===== src/rtl/wu_pkg.sv =====
package wu_pkg;
  typedef enum logic [2:0] {
    POL_OFF      = 3'd0,
    POL_PB_ALL   = 3'd1,
    POL_PB_CMP   = 3'd2,
    POL_EVERY_N  = 3'd3,
    POL_EVERY_WR = 3'd4
  } policy_e;
endpackage


===== src/rtl/wu_compress_chk.sv =====
module wu_compress_chk #(
  parameter int DATA_W = 32,
  parameter int KEEP_W = 8
) (
  input  logic [DATA_W-1:0] data_i,
  output logic              ok_o
);
  localparam int HI_W = DATA_W - KEEP_W;
  logic [HI_W-1:0] hi;
  assign hi   = data_i[DATA_W-1:KEEP_W];
  assign ok_o = (hi == '0) || (&hi);
endmodule


===== src/rtl/wu_write_counter.sv =====
module wu_write_counter #(
  parameter int DEPTH = 16,
  parameter int CNT_W = 4,
  localparam int IDX_W = $clog2(DEPTH)
) (
  input  logic             clk_i,
  input  logic             rst_ni,
  input  logic             inc_i,
  input  logic [IDX_W-1:0] idx_i,
  input  logic [CNT_W-1:0] n_i,
  output logic             fire_o
);
  logic [CNT_W-1:0] cnt_q [DEPTH];
  logic [CNT_W-1:0] n_eff;
  logic [CNT_W:0]   nxt;

  assign n_eff  = (n_i == '0) ? CNT_W'(1) : n_i;
  assign nxt    = {1'b0, cnt_q[idx_i]} + (CNT_W+1)'(1);
  // >= so a lowered N fires on the next counted write
  assign fire_o = inc_i && (nxt >= {1'b0, n_eff});

  always_ff @(posedge clk_i or negedge rst_ni) begin
    if (!rst_ni) begin
      for (int i = 0; i < DEPTH; i++) cnt_q[i] <= '0;
    end else if (inc_i) begin
      cnt_q[idx_i] <= fire_o ? '0 : nxt[CNT_W-1:0];
    end
  end
endmodule


===== src/rtl/wu_update_stage.sv =====
module wu_update_stage #(
  parameter int ADDR_W = 26,
  parameter int OFF_W  = 4,
  parameter int DATA_W = 32,
  parameter int NODES  = 16
) (
  input  logic              clk_i,
  input  logic              rst_ni,
  input  logic              load_i,
  input  logic [ADDR_W-1:0] addr_i,
  input  logic [OFF_W-1:0]  offset_i,
  input  logic [DATA_W-1:0] data_i,
  input  logic [NODES-1:0]  mask_i,
  input  logic              ready_i,
  output logic              valid_o,
  output logic [ADDR_W-1:0] addr_o,
  output logic [OFF_W-1:0]  offset_o,
  output logic [DATA_W-1:0] data_o,
  output logic [NODES-1:0]  mask_o
);
  logic free;
  assign free = !valid_o || ready_i;

  always_ff @(posedge clk_i or negedge rst_ni) begin
    if (!rst_ni) begin
      valid_o  <= 1'b0;
      addr_o   <= '0;
      offset_o <= '0;
      data_o   <= '0;
      mask_o   <= '0;
    end else if (load_i && free) begin
      valid_o  <= 1'b1;
      addr_o   <= addr_i;
      offset_o <= offset_i;
      data_o   <= data_i;
      mask_o   <= mask_i;
    end else if (ready_i) begin
      valid_o  <= 1'b0;
    end
  end
endmodule


===== src/rtl/wu_policy_engine.sv =====
module wu_policy_engine
  import wu_pkg::*;
#(
  parameter int ADDR_W  = 26,
  parameter int OFF_W   = 4,
  parameter int DATA_W  = 32,
  parameter int NODES   = 16,
  parameter int TBL_DEP = 16,
  parameter int N_W     = 4,
  parameter int KEEP_W  = 8,
  localparam int IDX_W  = $clog2(TBL_DEP)
) (
  input  logic              clk_i,
  input  logic              rst_ni,
  input  logic [2:0]        policy_i,
  input  logic [N_W-1:0]    every_n_i,
  input  logic              wr_valid_i,
  input  logic [ADDR_W-1:0] wr_addr_i,
  input  logic [OFF_W-1:0]  wr_offset_i,
  input  logic [DATA_W-1:0] wr_data_i,
  input  logic [NODES-1:0]  wr_sharers_i,
  input  logic              inv_valid_i,
  input  logic [DATA_W-1:0] inv_data_i,
  input  logic [NODES-1:0]  inv_mask_i,
  output logic              pb_attach_o,
  output logic [DATA_W-1:0] pb_data_o,
  output logic              upd_valid_o,
  input  logic              upd_ready_i,
  output logic [ADDR_W-1:0] upd_addr_o,
  output logic [OFF_W-1:0]  upd_offset_o,
  output logic [DATA_W-1:0] upd_data_o,
  output logic [NODES-1:0]  upd_mask_o
);
  logic pol_pb_all, pol_pb_cmp, pol_n, pol_wr;
  logic cmp_ok, inv_live, wr_live;
  logic cnt_inc, cnt_fire, upd_load;

  always_comb begin
    pol_pb_all = 1'b0;
    pol_pb_cmp = 1'b0;
    pol_n      = 1'b0;
    pol_wr     = 1'b0;
    case (policy_i)
      POL_PB_ALL:   pol_pb_all = 1'b1;
      POL_PB_CMP:   pol_pb_cmp = 1'b1;
      POL_EVERY_N:  pol_n      = 1'b1;
      POL_EVERY_WR: pol_wr     = 1'b1;
      default: ;
    endcase
  end

  wu_compress_chk #(.DATA_W(DATA_W), .KEEP_W(KEEP_W)) u_cmp (
    .data_i (inv_data_i),
    .ok_o   (cmp_ok)
  );

  assign inv_live    = inv_valid_i && (|inv_mask_i);
  assign pb_attach_o = inv_live && (pol_pb_all || (pol_pb_cmp && cmp_ok));
  assign pb_data_o   = pb_attach_o ? inv_data_i : '0;

  assign wr_live = wr_valid_i && (|wr_sharers_i);
  assign cnt_inc = wr_live && pol_n;

  wu_write_counter #(.DEPTH(TBL_DEP), .CNT_W(N_W)) u_cnt (
    .clk_i  (clk_i),
    .rst_ni (rst_ni),
    .inc_i  (cnt_inc),
    .idx_i  (wr_addr_i[IDX_W-1:0]),
    .n_i    (every_n_i),
    .fire_o (cnt_fire)
  );

  assign upd_load = wr_live && (pol_wr || (pol_n && cnt_fire));

  wu_update_stage #(
    .ADDR_W(ADDR_W), .OFF_W(OFF_W), .DATA_W(DATA_W), .NODES(NODES)
  ) u_stage (
    .clk_i    (clk_i),
    .rst_ni   (rst_ni),
    .load_i   (upd_load),
    .addr_i   (wr_addr_i),
    .offset_i (wr_offset_i),
    .data_i   (wr_data_i),
    .mask_i   (wr_sharers_i),
    .ready_i  (upd_ready_i),
    .valid_o  (upd_valid_o),
    .addr_o   (upd_addr_o),
    .offset_o (upd_offset_o),
    .data_o   (upd_data_o),
    .mask_o   (upd_mask_o)
  );
endmodule


===== config.mk =====
export PLATFORM = sky130hd
export DESIGN_NAME = wu_policy_engine
export DESIGN_NICKNAME = d
export VERILOG_FILES = /design/src/rtl/wu_pkg.sv /design/src/rtl/wu_compress_chk.sv /design/src/rtl/wu_write_counter.sv /design/src/rtl/wu_update_stage.sv /design/src/rtl/wu_policy_engine.sv
export SDC_FILE = /design/constraint.sdc
export NUM_CORES = 1
export LEC_CHECK = 0
export BUFFER_PORTS_ARGS = -buffer_cell sky130_fd_sc_hd__buf_2
export CAP_MARGIN = 20
export CORE_MARGIN = 5
export CORE_UTILIZATION = 53
export DETAILED_ROUTE_END_ITERATION = 8
export PLACE_DENSITY = 0.9
export SYNTH_ARGS = -nofsm -noshare
export SYNTH_HDL_FRONTEND = slang
export SYNTH_SLANG_ARGS = --single-unit

===== constraint.sdc =====
create_clock -name clk_i -period 6.6 [get_ports clk_i]
set_input_delay 0.33 -clock clk_i [delete_from_list [all_inputs] [get_ports clk_i]]
set_output_delay 0.33 -clock clk_i [all_outputs]
set_load 0.01 [all_outputs]

# Word level (Yosys, flattened, before mapping)
# Cells that the tools add are included.
[classes]
n_mul = 0
magnitude_cmp = 3
div = 0
n_mux = 15
n_reduce_logical = 21
shift = 0
bitwise_logic = 1
n_eq_ne = 4
addsub = 1
[ops]
columns = ["cell", "n"]
rows = [
  ["$bwmux 64", 1],
  ["$mux 32", 1],
  ["$reduce_or 16->1", 2],
  ["$logic_not 24->1", 1],
  ["$reduce_and 24->1", 1],
  ["$mux 4", 5],
  ["$bmux 4 s4", 1],
  ["$demux 4 s4", 1],
  ["$logic_and 1x1->1", 10],
  ["$eq 3x2->1 const B", 2],
  ["$mux 1", 6],
  ["$add 4x1->5 const B", 1],
  ["$ge 5x4->1", 1],
  ["$ge 5x5->1 const B", 1],
  ["$lt 5x1->1 const B", 1],
  ["$not 4->5", 1],
  ["$logic_not 4->1", 1],
  ["$logic_or 1x1->1", 4],
  ["$eq 3x1->1 const B", 1],
  ["$eq 3x3->1 const B", 1],
  ["$reduce_bool 2->1", 1],
  ["$logic_not 1->1", 1],
]
[totals]
n_memories = 0
output_inout_bits = 112
rom_bits = 0
mem_bits_rw = 0
regBits = 143
latch_bits = 0
in_bits = 138

# Longest topological paths before layout
# Gate-level depths: netlist of run 1.
[logic_depth]
ltp_word = 12
ltp_mapped = 17
ltp_nobuf = 10

# By module
# A second synthesis of run 1 with hierarchy kept.
[hier_totals]
hier_cells = 550
hier_area_um2 = 7093.1
[by_module_without_submodules]
columns = ["module", "n_inst", "area_per_inst_um2", "cells_per_inst"]
rows = [
  ["wu_write_counter", 1, 3418.3, 270],
  ["wu_update_stage", 1, 3020.4, 168],
  ["wu_policy_engine", 1, 550.5, 94],
  ["wu_compress_chk", 1, 103.8, 18],
]

# Worst setup path before layout of run 1
# Ideal clock, no wire load.
[synth_timing]
path_kind = "input to register"
from = "input port wr_addr_i[0]"
to = "register u_stage.data_o[24]"
path_slack_ps = 2532
setup_ps = 128
cell_stages = 16
t_arrival_ps = 3940
path_cell_list = "buf_2 buf_2 buf_2 mux4_2 a22oi_1 nand2_1 ha_1 ha_1 a21o_1 a21o_1 a221o_1 o21a_1 buf_2 buf_6 buf_6 mux2_1"
[synth_between]
elab_chain_len = 11
[synth_lines]
columns = ["element", "line", "source"]
rows = [
  ["from (decl)", "wu_policy_engine.sv:18", "input logic [ADDR_W-1:0] wr_addr_i,"],
  ["$not 4->5 (not written as such)", "wu_write_counter.sv:18", "assign nxt = {1'b0, cnt_q[idx_i]} + (CNT_W+1)'(1);"],
  ["$bmux 4 s4", "wu_write_counter.sv:18", ""],
  ["$mux 4 (not written as such) (2 in series)", "wu_write_counter.sv:18", ""],
  ["$add 4x1->5", "wu_write_counter.sv:18", ""],
  ["$ge 5x4->1", "wu_write_counter.sv:20", "assign fire_o = inc_i && (nxt >= {1'b0, n_eff});"],
  ["$logic_and 1x1->1", "wu_write_counter.sv:20", ""],
  ["$logic_and 1x1->1", "wu_policy_engine.sv:73", "assign upd_load = wr_live && (pol_wr || (pol_n && cnt_fire));"],
  ["$logic_or 1x1->1", "wu_policy_engine.sv:73", ""],
  ["$logic_and 1x1->1", "wu_policy_engine.sv:73", ""],
  ["$logic_and 1x1->1", "wu_update_stage.sv:31", "end else if (load_i && free) begin"],
  ["to (signal assigned)", "wu_update_stage.sv:35", "data_o <= data_i;"],
  ["to (decl)", "wu_update_stage.sv:18", "output logic [DATA_W-1:0] data_o,"],
]
# No other way between the ends. The select of a mux whose other input is x is not followed.
# A chain may end at the register's enable or synchronous reset.

# Worst setup path in the final report of run 1
[layout_timing]
from = "input port wr_addr_i[0]"
to = "register u_cnt.cnt_q[49] (netlist bit)"
[layout_between]
elab_chain_len = 9
word_cells_on_any_way = 14
classes_between = "add/sub (1); order compare (3); mux (7); bitwise (1); reduce/logical (2)"
[layout_lines]
columns = ["element", "line", "source"]
rows = [
  ["$not 4->5 *", "wu_write_counter.sv:18, wu_write_counter.sv:26", ""],
  ["$bmux 4 s4", "wu_write_counter.sv:18", ""],
  ["$mux 4 (not written as such) (2 in series)", "wu_write_counter.sv:18", ""],
  ["$add 4x1->5", "wu_write_counter.sv:18", ""],
  ["$ge 5x4->1", "wu_write_counter.sv:20", ""],
  ["$logic_and 1x1->1", "wu_write_counter.sv:20", ""],
  ["$mux 4", "wu_write_counter.sv:26", "cnt_q[idx_i] <= fire_o ? '0 : nxt[CNT_W-1:0];"],
  ["$bwmux 64 *", "wu_write_counter.sv:26", ""],
  ["to (signal, indexed assignment)", "wu_write_counter.sv:26", ""],
  ["to (decl)", "wu_write_counter.sv:13", "logic [CNT_W-1:0] cnt_q [DEPTH];"],
]
# Every way passes the cells marked *; elsewhere a longest branch is shown, timed or not. The select of a mux whose other input is x is not followed.

==> results of run 1 <==
[routing by layer]
layer / vias to the layer above / share of wire (%) / track usage (%)
met5: - / 0.077 / 0
met4: 2 / 4.3 / 12.4
met3: 67 / 8.7 / 8.57
met2: 286 / 52 / 44.1
met1: 2651 / 35 / 27.8
li1: 2332 / - / -
[path summary, 6_finish.rpt]
check | slack [ns] | endpoint | from
worst max register to register | 2.67 | u_cnt.cnt_q[49] | u_cnt.cnt_q[60]
worst min-delay path | -0.002 | u_stage.data_o[17] | rst_ni
worst min register to register | 0.47 | u_cnt.cnt_q[31] | u_cnt.cnt_q[31]
min in group clk_i | 0.13 | u_stage.data_o[24] | wr_data_i[24]
worst max-delay path | 2.49 | u_cnt.cnt_q[49] | wr_addr_i[0]
max in group asynchronous | 5.53 | u_cnt.cnt_q[50] | rst_ni
[flip-flops by register name (all words and copies together), names as in the netlist]
name and cells:
u_cnt.cnt_q 64, u_stage.addr_o 26, u_stage.data_o 32, u_stage.mask_o 16
u_stage.offset_o 4, u_stage.valid_o 1
[kinds of logic (layout without fill, tap and decap cells)]
group,after synthesis,in the layout,synth area share (%)
AO/OA/AOI/OAI,41,41,4.46
XOR/XNOR,2,2,0.261
adder cells (fa/ha/maj),5,5,0.933
buffers and inverters,36,293,2.58
flip-flops,143,143,53.4
multiplexers,147,147,27.8
AND/OR/NAND/NOR,130,130,10.6
[layout make-up]
class,instances,area (um^2)
inverters,5,18.8
multi-input cells,325,2970
repair buffers,256,1340
clock inverters,10,128
fillers,848,3810
flip-flops and latches,143,3580
clock buffers,22,464
well taps,172,215
[cell usage in the layout (no fill, tap or decap), types with 2 or more instances in the layout]
cell,Yosys,layout
o21ai_0,2,2
clkinvlp_4,0,4
clkbuf_16,0,17
o31ai_1,16,16
nand2_1,27,27
and2_1,34,34
mux2_4,19,19
mux2i_1,6,6
nand2b_1,5,5
inv_6,0,3
buf_2,12,248
a21boi_1,2,2
clkbuf_1,14,3
inv_1,5,5
nand3_1,13,13
a21oi_1,4,4
ha_1,5,5
buf_16,0,2
clkbuf_8,0,2
nor4_1,10,10
a22oi_1,6,6
or4_1,5,5
buf_4,0,6
nor2_1,11,11
mux4_2,13,13
mux2_2,108,108
nand4_1,12,12
dfrtp_1,143,143
and3_1,4,4
a21o_1,3,3
nor2b_1,5,5
bufinv_16,0,2
[stage by stage]
stage	hold WS [ns]	util [%]
after floorplan	0.0344	-
after global placement	0.435	64.4
after detailed placement	0.455	64.4
after CTS	0.00921	69.1
after global routing	0.0528	69.6
final	-0.00183	69.6
[worst reg2reg max path, stage by stage, from the launching register on]
cell	delay (ns)
dfrtp_1	0.39
mux4_2	0.46
a22oi_1	0.24
nand2_1	0.16
ha_1	0.32
ha_1	0.30
a21o_1	0.16
a21o_1	0.19
a221o_1	0.43
a21boi_1	0.88
mux2_2	0.32
[report_power, final]
| group | total (mW) | switching [mW] | leakage, nW | internal [mW] |
|---|---|---|---|---|
| Sequential | 1.16 | 0.102 | 1.85 | 1.06 |
| Clock | 0.957 | 0.375 | 0.276 | 0.582 |
| Combinational | 0.641 | 0.317 | 2.26 | 0.325 |
| Total | 2.76 | 0.793 | 4.39 | 1.97 |
==> flow_summary.json, run 1 <==
{
  "status": "complete, but fails checks",
  "syn_area_per_cell_um2": 13.3,
  "place.detailed.hpwl_um": 14000,
  "reg2regPathDepth": 10,
  "hold_ws_ns": -0.00183,
  "worstPathMaxFanout": 26,
  "cp_data_arrival_time_ns": 4.46,
  "num_rows": 41,
  "hold_class": "input port to async pin",
  "crit_chain": "buf_2, mux4_2, a22oi_1, nand2_1, ha_1, ha_1, a21o_1, a21o_1, a221o_1, a21boi_1, mux2_2",
  "viasPerCell": 5.72,
  "clkTransAtPathRegs_ns": 0.06,
  "worst_slack_ns": 2.49,
  "synth_common_cells": "143 x dfrtp_1, 108 x mux2_2, 34 x and2_1",
  "gr-total-overflow": 0,
  "post_dp_cell_area_um2": 8060,
  "grt_use_total_pct": 25.4,
  "dpl_worst_slack_ns": 2.10,
  "power_density_nw_per_um2": 317,
  "layout-drive-gt1-share_pct": 56.2,
  "fp.dieW_um": 122,
  "p_total_mw": 2.76,
  "vias": 5338,
  "syn_inst": 504,
  "yosysMostFrequentCell": "dfrtp_1",
  "setup_viol": 0,
  "vdd_drop_max_uv": 228,
  "critical-path-top-delay-family": "compound AO/OA/AOI/OAI gates",
  "hold_viol": 1,
  "rsz0062_at_grt": "false",
  "crit_slowest_cell": "a21boi_1",
  "power.leakage_nw": 4.39,
  "wl_per_cell_um": 20.8,
  "worst-path-buf-inv": 1,
  "grt_max_degree": 82,
  "ys_types": 41,
  "portBuffers": 249,
  "tightest_slew_ns": 1.14,
  "async_flop_share_pct": 100,
  "cts_tree": "done",
  "synth_area_leader_cell": "dfrtp_1",
  "antenna_left": 0,
  "syn_nets": 647,
  "skew_ns": 0.0153,
  "yosysTopAreaCellShare_pct": 53.4,
  "critPathRequiredTime_ns": 6.95,
  "fin_cells": 933,
  "grt_pass1_wl_um": 29100,
  "worstSetupPathDepth": 11,
  "first_global_vias": 5554,
  "drc_errors": 0,
  "cts_hold_buf": 0,
  "htreeDepth": 4,
  "slew-limit-headroom_pct": 23.9,
  "dp_cells": 898,
  "crit_type": "input port to flop",
  "antenna_found_initial": 1,
  "core_um2": 12500,
  "areaGrowthSynthToFinish_pct": 29.9,
  "slowest_delay_ns": 0.88,
  "post-route-period-util_pct": 62.2,
  "synthFlopType": "dfrtp_1",
  "tns_ns": 0,
  "firstDrtPassIters": 5,
  "synth_edf_count": 0,
  "cts_resized": 0,
  "cts.root.buffer_cell": "clkbuf_16",
  "insertion_delay_ns": 0.43,
  "numCtsBuffers": 17,
  "antenna_cells": 0,
  "die-height_um": 122,
  "setup.worst_path.start_class": "input port",
  "dieArea_um2": 15000,
  "slew_violations": 0,
  "synth_area_leaders": "dfrtp_1 53%, mux2_2 18%, mux4_2 4.4%",
  "cts.sinks": 143,
  "cap_violations": 0,
  "critPathCaptureType": "flop",
  "cts_buffer_depth": 2,
  "ioPinCount": 250,
  "ys_ff_latch": 143,
  "gp_congestion": 0.866,
  "fin_area_um2": 8710,
  "violations": "hold timing",
  "wirelength_um": 19400,
  "finalCriticalPeriod_ns": 4.11,
  "drt-initial-drc-count": 380,
  "ys_warn_count": 0,
  "clock.fmax_mhz": 244,
  "seq_area_frac_synth_pct": 53.4,
  "start_util_pct": 53.6,
  "final_nets": 891,
  "post_cts_buffers": 0,
  "syn-cell-area_um2": 6700
}
No activity file was read; power rests on OpenSTA's default activity.
==> inputs of run 2 (changes only) <==
--- a/config.mk
+++ b/config.mk
@@ -8,9 +8,9 @@
 export BUFFER_PORTS_ARGS = -buffer_cell sky130_fd_sc_hd__buf_2
 export CAP_MARGIN = 20
 export CORE_MARGIN = 5
-export CORE_UTILIZATION = 53
+export CORE_UTILIZATION = 45
 export DETAILED_ROUTE_END_ITERATION = 8
-export PLACE_DENSITY = 0.9
+export PLACE_DENSITY = 0.82
 export SYNTH_ARGS = -nofsm -noshare
 export SYNTH_HDL_FRONTEND = slang
 export SYNTH_SLANG_ARGS = --single-unit
==> constraint.sdc (replaced) <==
create_clock -name clk_i -period 3.7 [get_ports clk_i]
set_input_delay 0.185 -clock clk_i [delete_from_list [all_inputs] [get_ports clk_i]]
set_output_delay 0.185 -clock clk_i [all_outputs]
set_load 0.01 [all_outputs]
==> run 2 against run 1 <==
Against the previous run: the flow now finishes without violations; total power grew 88%; sequential power rose by 79%; register-to-register slack worse by 2.5 ns; design area is 9.2% higher; first-iteration DRC count fell by 31%; final cell count increased by 9.5%; critical path depth is the same; utilization is 4.4 points lower; non-clock buffer count grew 73; clock skew is 0.0013 ns lower; critical endpoint is now u_stage.addr_o[6].
==> flow_summary.json, run 2 (synthesized netlist as in run 1, its figures left out) <==
{
  "portBuffers": 249,
  "areaGrowthSynthToFinish_pct": 41.8,
  "crit_chain": "mux4_2, a22oi_1, nand2_1, ha_1, ha_1, a21o_1, a21o_1, a221o_1, o21a_4, buf_12, mux2_2",
  "worst-path-buf-inv": 1,
  "holdPathStages": 2,
  "grt_max_degree": 119,
  "crit_slowest_cell": "mux4_2",
  "skew_ns": 0.0140,
  "post-route-util_pct": 65.2,
  "setup.worst_path.start_class": "flop",
  "gr-total-overflow": 0,
  "top_register": "u_cnt.cnt_q",
  "gp_congestion": 0.847,
  "finalCriticalPeriod_ns": 3.49,
  "slew_violations": 0,
  "final_nets": 964,
  "antenna_found_initial": 3,
  "setup_viol": 0,
  "tightest_slew_ns": 0.665,
  "start_util_pct": 46.0,
  "antenna_left": 0,
  "internal-power_mw": 3.73,
  "clkTransAtPathRegs_ns": 0.06,
  "post_dp_cell_area_um2": 8210,
  "pwr-share-seq_pct": 40.0,
  "slew-limit-headroom_pct": 55.1,
  "num_rows": 44,
  "post-route-period-util_pct": 94.3,
  "min_to": "u_stage.mask_o[1]",
  "vdd_drop_max_uv": 442,
  "fin_area_um2": 9510,
  "viasPerCell": 5.32,
  "cts.sinks": 143,
  "status": "finished clean",
  "num-fill-cells": 1049,
  "reg2regPathDepth": 11,
  "worstPathMaxFanout": 50,
  "cp_data_arrival_time_ns": 3.80,
  "critical-path-top-delay-family": "compound AO/OA/AOI/OAI gates",
  "largest_reg_flops": 64,
  "vias": 5439,
  "crit_type": "flop to flop",
  "place.detailed.hpwl_um": 13500,
  "largestRegisters": "u_cnt.cnt_q x64, u_stage.data_o x32, u_stage.addr_o x26",
  "r2r-end": "u_stage.addr_o[6]",
  "drt-initial-drc-count": 261,
  "slowest_delay_ns": 0.45,
  "grt_use_total_pct": 22.6,
  "power.leakage_nw": 4.74,
  "drc_errors": 0,
  "cts.root.buffer_cell": "clkbuf_16",
  "htreeDepth": 4,
  "power_density_nw_per_um2": 546,
  "critPathCaptureType": "flop",
  "cts_buffer_depth": 2,
  "core_um2": 14600,
  "numCtsBuffers": 17,
  "final_cell_mix": "248 x buf_2, 143 x dfrtp_1, 108 x mux2_2, 60 x dlygate4sd3_1, 34 x and2_1",
  "min-delay-start": "wr_sharers_i[1]",
  "grt_pass1_wl_um": 31200,
  "r2r_slack_ns": 0.21,
  "layout-drive-gt1-share_pct": 53.2,
  "tns_ns": 0,
  "r2r-start": "u_cnt.cnt_q[60]",
  "hold_viol": 0,
  "cts_resized": 0,
  "critPathRequiredTime_ns": 4.01,
  "wl_per_cell_um": 19.6,
  "ioPinCount": 250,
  "cts_tree": "done",
  "clockPowerShare_pct": 36.7,
  "die-height_um": 132,
  "final_common_cell": "buf_2",
  "wirelength_um": 20000,
  "first_global_vias": 5821,
  "p_sw_share_pct": 28.1,
  "firstDrtPassIters": 4,
  "clock.fmax_mhz": 287,
  "rsz0062_at_grt": "false",
  "pwr-share-comb_pct": 23.2,
  "dieArea_um2": 17400,
  "hold_class": "input port to flop",
  "fp.dieW_um": 132,
  "p_sw_mw": 1.46,
  "insertion_delay_ns": 0.43,
  "cap_violations": 0
}
## run 2: cell count changes in the layout (fill, tap and decap cells not counted), moves of 3 or more
cell / delta
diode_2: +4
dlygate4sd3_1: +60
buf_4: +11
bufinv_16: +3
clkbuf_1: -3
## run 2: worst reg2reg max path: stages (launching register included)
cell     delay, ns
dfrtp_1       0.38
mux4_2        0.45
a22oi_1       0.24
nand2_1       0.15
ha_1          0.32
ha_1          0.29
a21o_1        0.15
a21o_1        0.19
a221o_1       0.42
o21a_4        0.25
buf_12        0.20
mux2_2        0.34
## run 2: area by class of cell
class,count,area [um^2],area share (%)
timing repair buffer,329,2050,21.5
tap,184,230,2.42
sequential,143,3580,37.6
multi-input combinational,325,2970,31.2
inverter,5,18.8,0.197
antenna,4,10.0,0.105
clock inverter,15,233,2.45
clock buffer,17,425,4.47
## run 2: metal layers
metal  global-route usage, %  part of all wire (%)  vias up
met4                    10.2                   3.5        0
met3                    7.37                   7.0       52
met1                    24.7                    37     2658
met2                    39.8                    53      246
met5                       0                     0        -
li1                        -                     -     2483
## run 2: power groups by stage
stage	Sequential (mW)	Clock [mW]	Combinational, mW
5_1_grt	2.11	2.00	1.29
3_5_place_dp	2.08	0	1.14
3_3_place_gp	2.07	0	1.11
6_report	2.08	1.91	1.21
4_1_cts	2.07	1.92	1.20
2_1_floorplan	2.21	0	0.445
## run 2: how the worst max path moves through the flow
stage | slack (ns) | to | from | depth (start not counted)
4_1_cts | 0.25 | u_stage.mask_o[5] | u_cnt.cnt_q[48] | 11
3_3_place_gp | 0.14 | u_stage.data_o[22] | wr_addr_i[0] | 13
2_1_floorplan | 0.009 | u_stage.data_o[24] | wr_addr_i[0] | 16
6_report | 0.21 | u_stage.addr_o[6] | u_cnt.cnt_q[60] | 11
3_5_place_dp | 0.11 | u_stage.mask_o[5] | wr_addr_i[0] | 13
5_1_grt | 0.05 | u_stage.addr_o[6] | u_cnt.cnt_q[48] | 11
## run 2: what timing repair did
action | in CTS | in global routing
hold endpoints to repair | 167 | 1
hold buffers | 59 | 1
buffers inserted | 0 | 0
setup endpoints to repair | 0 | 0
## run 2: per-stage QoR
| stage | total power, mW | hold slack [ns] | setup WS, ns | cells |
|---|---|---|---|---|
| floorplan | 2.65 | -0.111 | 0.00918 | 504 |
| global placement | 3.18 | 0.408 | 0.136 | 925 |
| detailed placement | 3.22 | 0.418 | 0.111 | 925 |
| CTS | 5.19 | 0.00321 | 0.249 | 1016 |
| global route | 5.41 | 0.000188 | 0.0511 | 1021 |
| finish | 5.19 | 0.0113 | 0.213 | 1022 |
==> inputs of run 3 (changes only) <==
--- a/config.mk
+++ b/config.mk
@@ -5,12 +5,13 @@
 export SDC_FILE = /design/constraint.sdc
 export NUM_CORES = 1
 export LEC_CHECK = 0
-export BUFFER_PORTS_ARGS = -buffer_cell sky130_fd_sc_hd__buf_2
 export CAP_MARGIN = 20
 export CORE_MARGIN = 5
-export CORE_UTILIZATION = 45
+export CORE_UTILIZATION = 55
 export DETAILED_ROUTE_END_ITERATION = 8
-export PLACE_DENSITY = 0.82
+export DONT_BUFFER_PORTS = 1
+export PLACE_DENSITY = 0.78
+export RECOVER_POWER = 25
 export SYNTH_ARGS = -nofsm -noshare
 export SYNTH_HDL_FRONTEND = slang
 export SYNTH_SLANG_ARGS = --single-unit
==> run 3 against run 2 <==
Against the previous run: largest power group unchanged; die area fell by 17%; clock power is 12% lower; sequential power is 13% higher; register-to-register slack worse by 0.10 ns; critical path type unchanged; clock-buffer cell count stayed put; the run now ends with capacitance limit, slew limit left; setup slack worse by 0.10 ns; sequential share of layout area grew 5.7 points.
==> flow_summary.json, run 3 (synthesized netlist as in run 1, its figures left out) <==
{
  "use_met2_pct": 48.5,
  "drc_errors": 0,
  "largestRegisters": "u_cnt.cnt_q x64, u_stage.data_o x32, u_stage.addr_o x26",
  "grt_use_met1_pct": 27.6,
  "cts_buffer_depth": 2,
  "critPathLaunch": "u_cnt.cnt_q[45]",
  "first_global_vias": 5184,
  "busiest_layer": "met2",
  "ioPinCount": 250,
  "grt_pass1_wl_um": 29600,
  "layout-drive-gt1-share_pct": 31.9,
  "cts.root.buffer_cell": "clkbuf_16",
  "min-delay-start": "policy_i[0]",
  "dieArea_um2": 14500,
  "p_total_mw": 4.66,
  "drt-initial-drc-count": 402,
  "rsz0062_at_grt": "false",
  "htreeDepth": 4,
  "tns_ns": 0,
  "clkTransAtPathRegs_ns": 0.07,
  "clock.fmax_mhz": 279,
  "setup_viol": 0,
  "crit_chain": "mux4_2, a22oi_2, nand2_1, ha_1, ha_1, a21o_1, a21o_1, a221o_1, o21a_4, clkbuf_16, mux2_4",
  "crit_type": "flop to flop",
  "portBuffers": 0,
  "grt_use_total_pct": 27.0,
  "cts.sinks": 143,
  "hold_viol": 0,
  "fp.dieW_um": 120,
  "worstPathMaxFanout": 39,
  "cp_data_arrival_time_ns": 3.90,
  "numCtsBuffers": 17,
  "slew_violations": 144,
  "antenna_found_initial": 2,
  "p_sw_mw": 1.43,
  "power_density_nw_per_um2": 564,
  "gr-total-overflow": 0,
  "slew-limit-headroom_pct": -24.3,
  "fin_cells": 745,
  "start_util_pct": 56.0,
  "vias": 4823,
  "post-route-period-util_pct": 97.0,
  "viasPerCell": 6.47,
  "power.leakage_nw": 3.67,
  "dpl_worst_slack_ns": 0.108,
  "post_dp_cell_area_um2": 6830,
  "core_um2": 12000,
  "status": "complete, but fails checks",
  "tightest_slew_ns": 1.87,
  "worst_slack_ns": 0.110,
  "crit_slowest_cell": "mux4_2",
  "critPathRequiredTime_ns": 4.01,
  "cts_tree": "done",
  "critPathCaptureType": "flop",
  "setup.worst_path.start_class": "flop",
  "die-height_um": 120,
  "hold_class": "input port to flop",
  "pwr-share-seq_pct": 50.3,
  "cap_violations": 1,
  "num_rows": 40,
  "p_sw_share_pct": 30.6,
  "areaGrowthSynthToFinish_pct": 23.2,
  "final_cell_mix": "143 x dfrtp_1, 109 x mux2_2, 80 x dlygate4sd3_1, 34 x and2_1, 26 x nand2_1",
  "violations": "capacitance limit, slew limit",
  "insertion_delay_ns": 0.42,
  "largest_reg_flops": 64,
  "skew_ns": 0.0112,
  "r2r-start": "u_cnt.cnt_q[45]",
  "pwr-share-comb_pct": 13.7,
  "grt_max_degree": 144,
  "wirelength_um": 20200,
  "slowest_delay_ns": 0.53,
  "internal-power_mw": 3.23,
  "firstDrtPassIters": 4,
  "final_common_cell": "dfrtp_1",
  "top_register": "u_cnt.cnt_q",
  "final_nets": 726,
  "dp_cells": 629,
  "vdd_drop_max_uv": 439,
  "place.detailed.hpwl_um": 12500,
  "antenna_left": 0,
  "finalCriticalPeriod_ns": 3.59,
  "clockPowerShare_pct": 36.0,
  "met3_usage_pct": 8.09,
  "gp_congestion": 0.878,
  "fin_area_um2": 8260,
  "wl_per_cell_um": 27.1
}
run 3: path summary, 6_finish.rpt:
check,cells after the start,slack [ns],end
setup reg to reg,11,0.11,u_stage.data_o[26]
setup / recovery,11,0.11,u_stage.data_o[26]
hold reg to reg,2,0.48,u_cnt.cnt_q[63]
hold / removal,3,0.07,u_stage.valid_o
max in group asynchronous,2,1.70,u_stage.mask_o[15]
min in group asynchronous,2,0.87,u_stage.addr_o[22]
run 3: power groups by stage:
stage	clock (mW)	combinational, mW	sequential, mW
2_1_floorplan	0	0.445	2.21
3_3_place_gp	0	0.471	2.33
3_5_place_dp	0	0.511	2.34
4_1_cts	1.67	0.619	2.32
5_1_grt	1.76	0.694	2.37
6_report	1.68	0.638	2.34
run 3: repair_timing:
item / CTS / global route
endpoints found under the hold margin: 225 / 0
buffers inserted: 0 / 0
resized for setup: 0 / 4
setup endpoints to repair: 0 / 82
hold buffers: 81 / 0
run 3: worst max-delay path: cells and delay by family, from the launching register on:
kind	cells	cell delay (ns)
buffers and inverters	1	0.24
flip-flops	1	0.43
adder cells (fa/ha/maj)	2	0.63
multiplexers	2	0.86
AND/OR/NAND/NOR	1	0.11
AO/OA/AOI/OAI	5	1.20
run 3: routing by layer:
| layer | up-vias | share of wire, % | routed length [um] |
|---|---|---|---|
| met5 | - | 0 | 0 |
| met4 | 0 | 6.0 | 1200 |
| met3 | 78 | 7.5 | 1520 |
| met2 | 297 | 53 | 10600 |
| met1 | 2437 | 34 | 6800 |
| li1 | 2011 | - | - |
run 3: final cells by class:
type,count,area [um^2]
flip-flops and latches,143,3580
fillers,771,3700
repair buffers,91,921
inverters,5,18.8
clock inverters,15,153
clock buffers,17,425
diodes,2,5.00
well taps,147,184
multi-input cells,325,2980
run 3: metrics by stage:
stage	utilization, %	hold WS [ns]
after floorplan	-	-0.111
after global placement	57.1	-0.101
after detailed placement	57.1	-0.101
after CTS	68.9	0.0448
after global routing	69.1	0.0860
final	69.1	0.0731
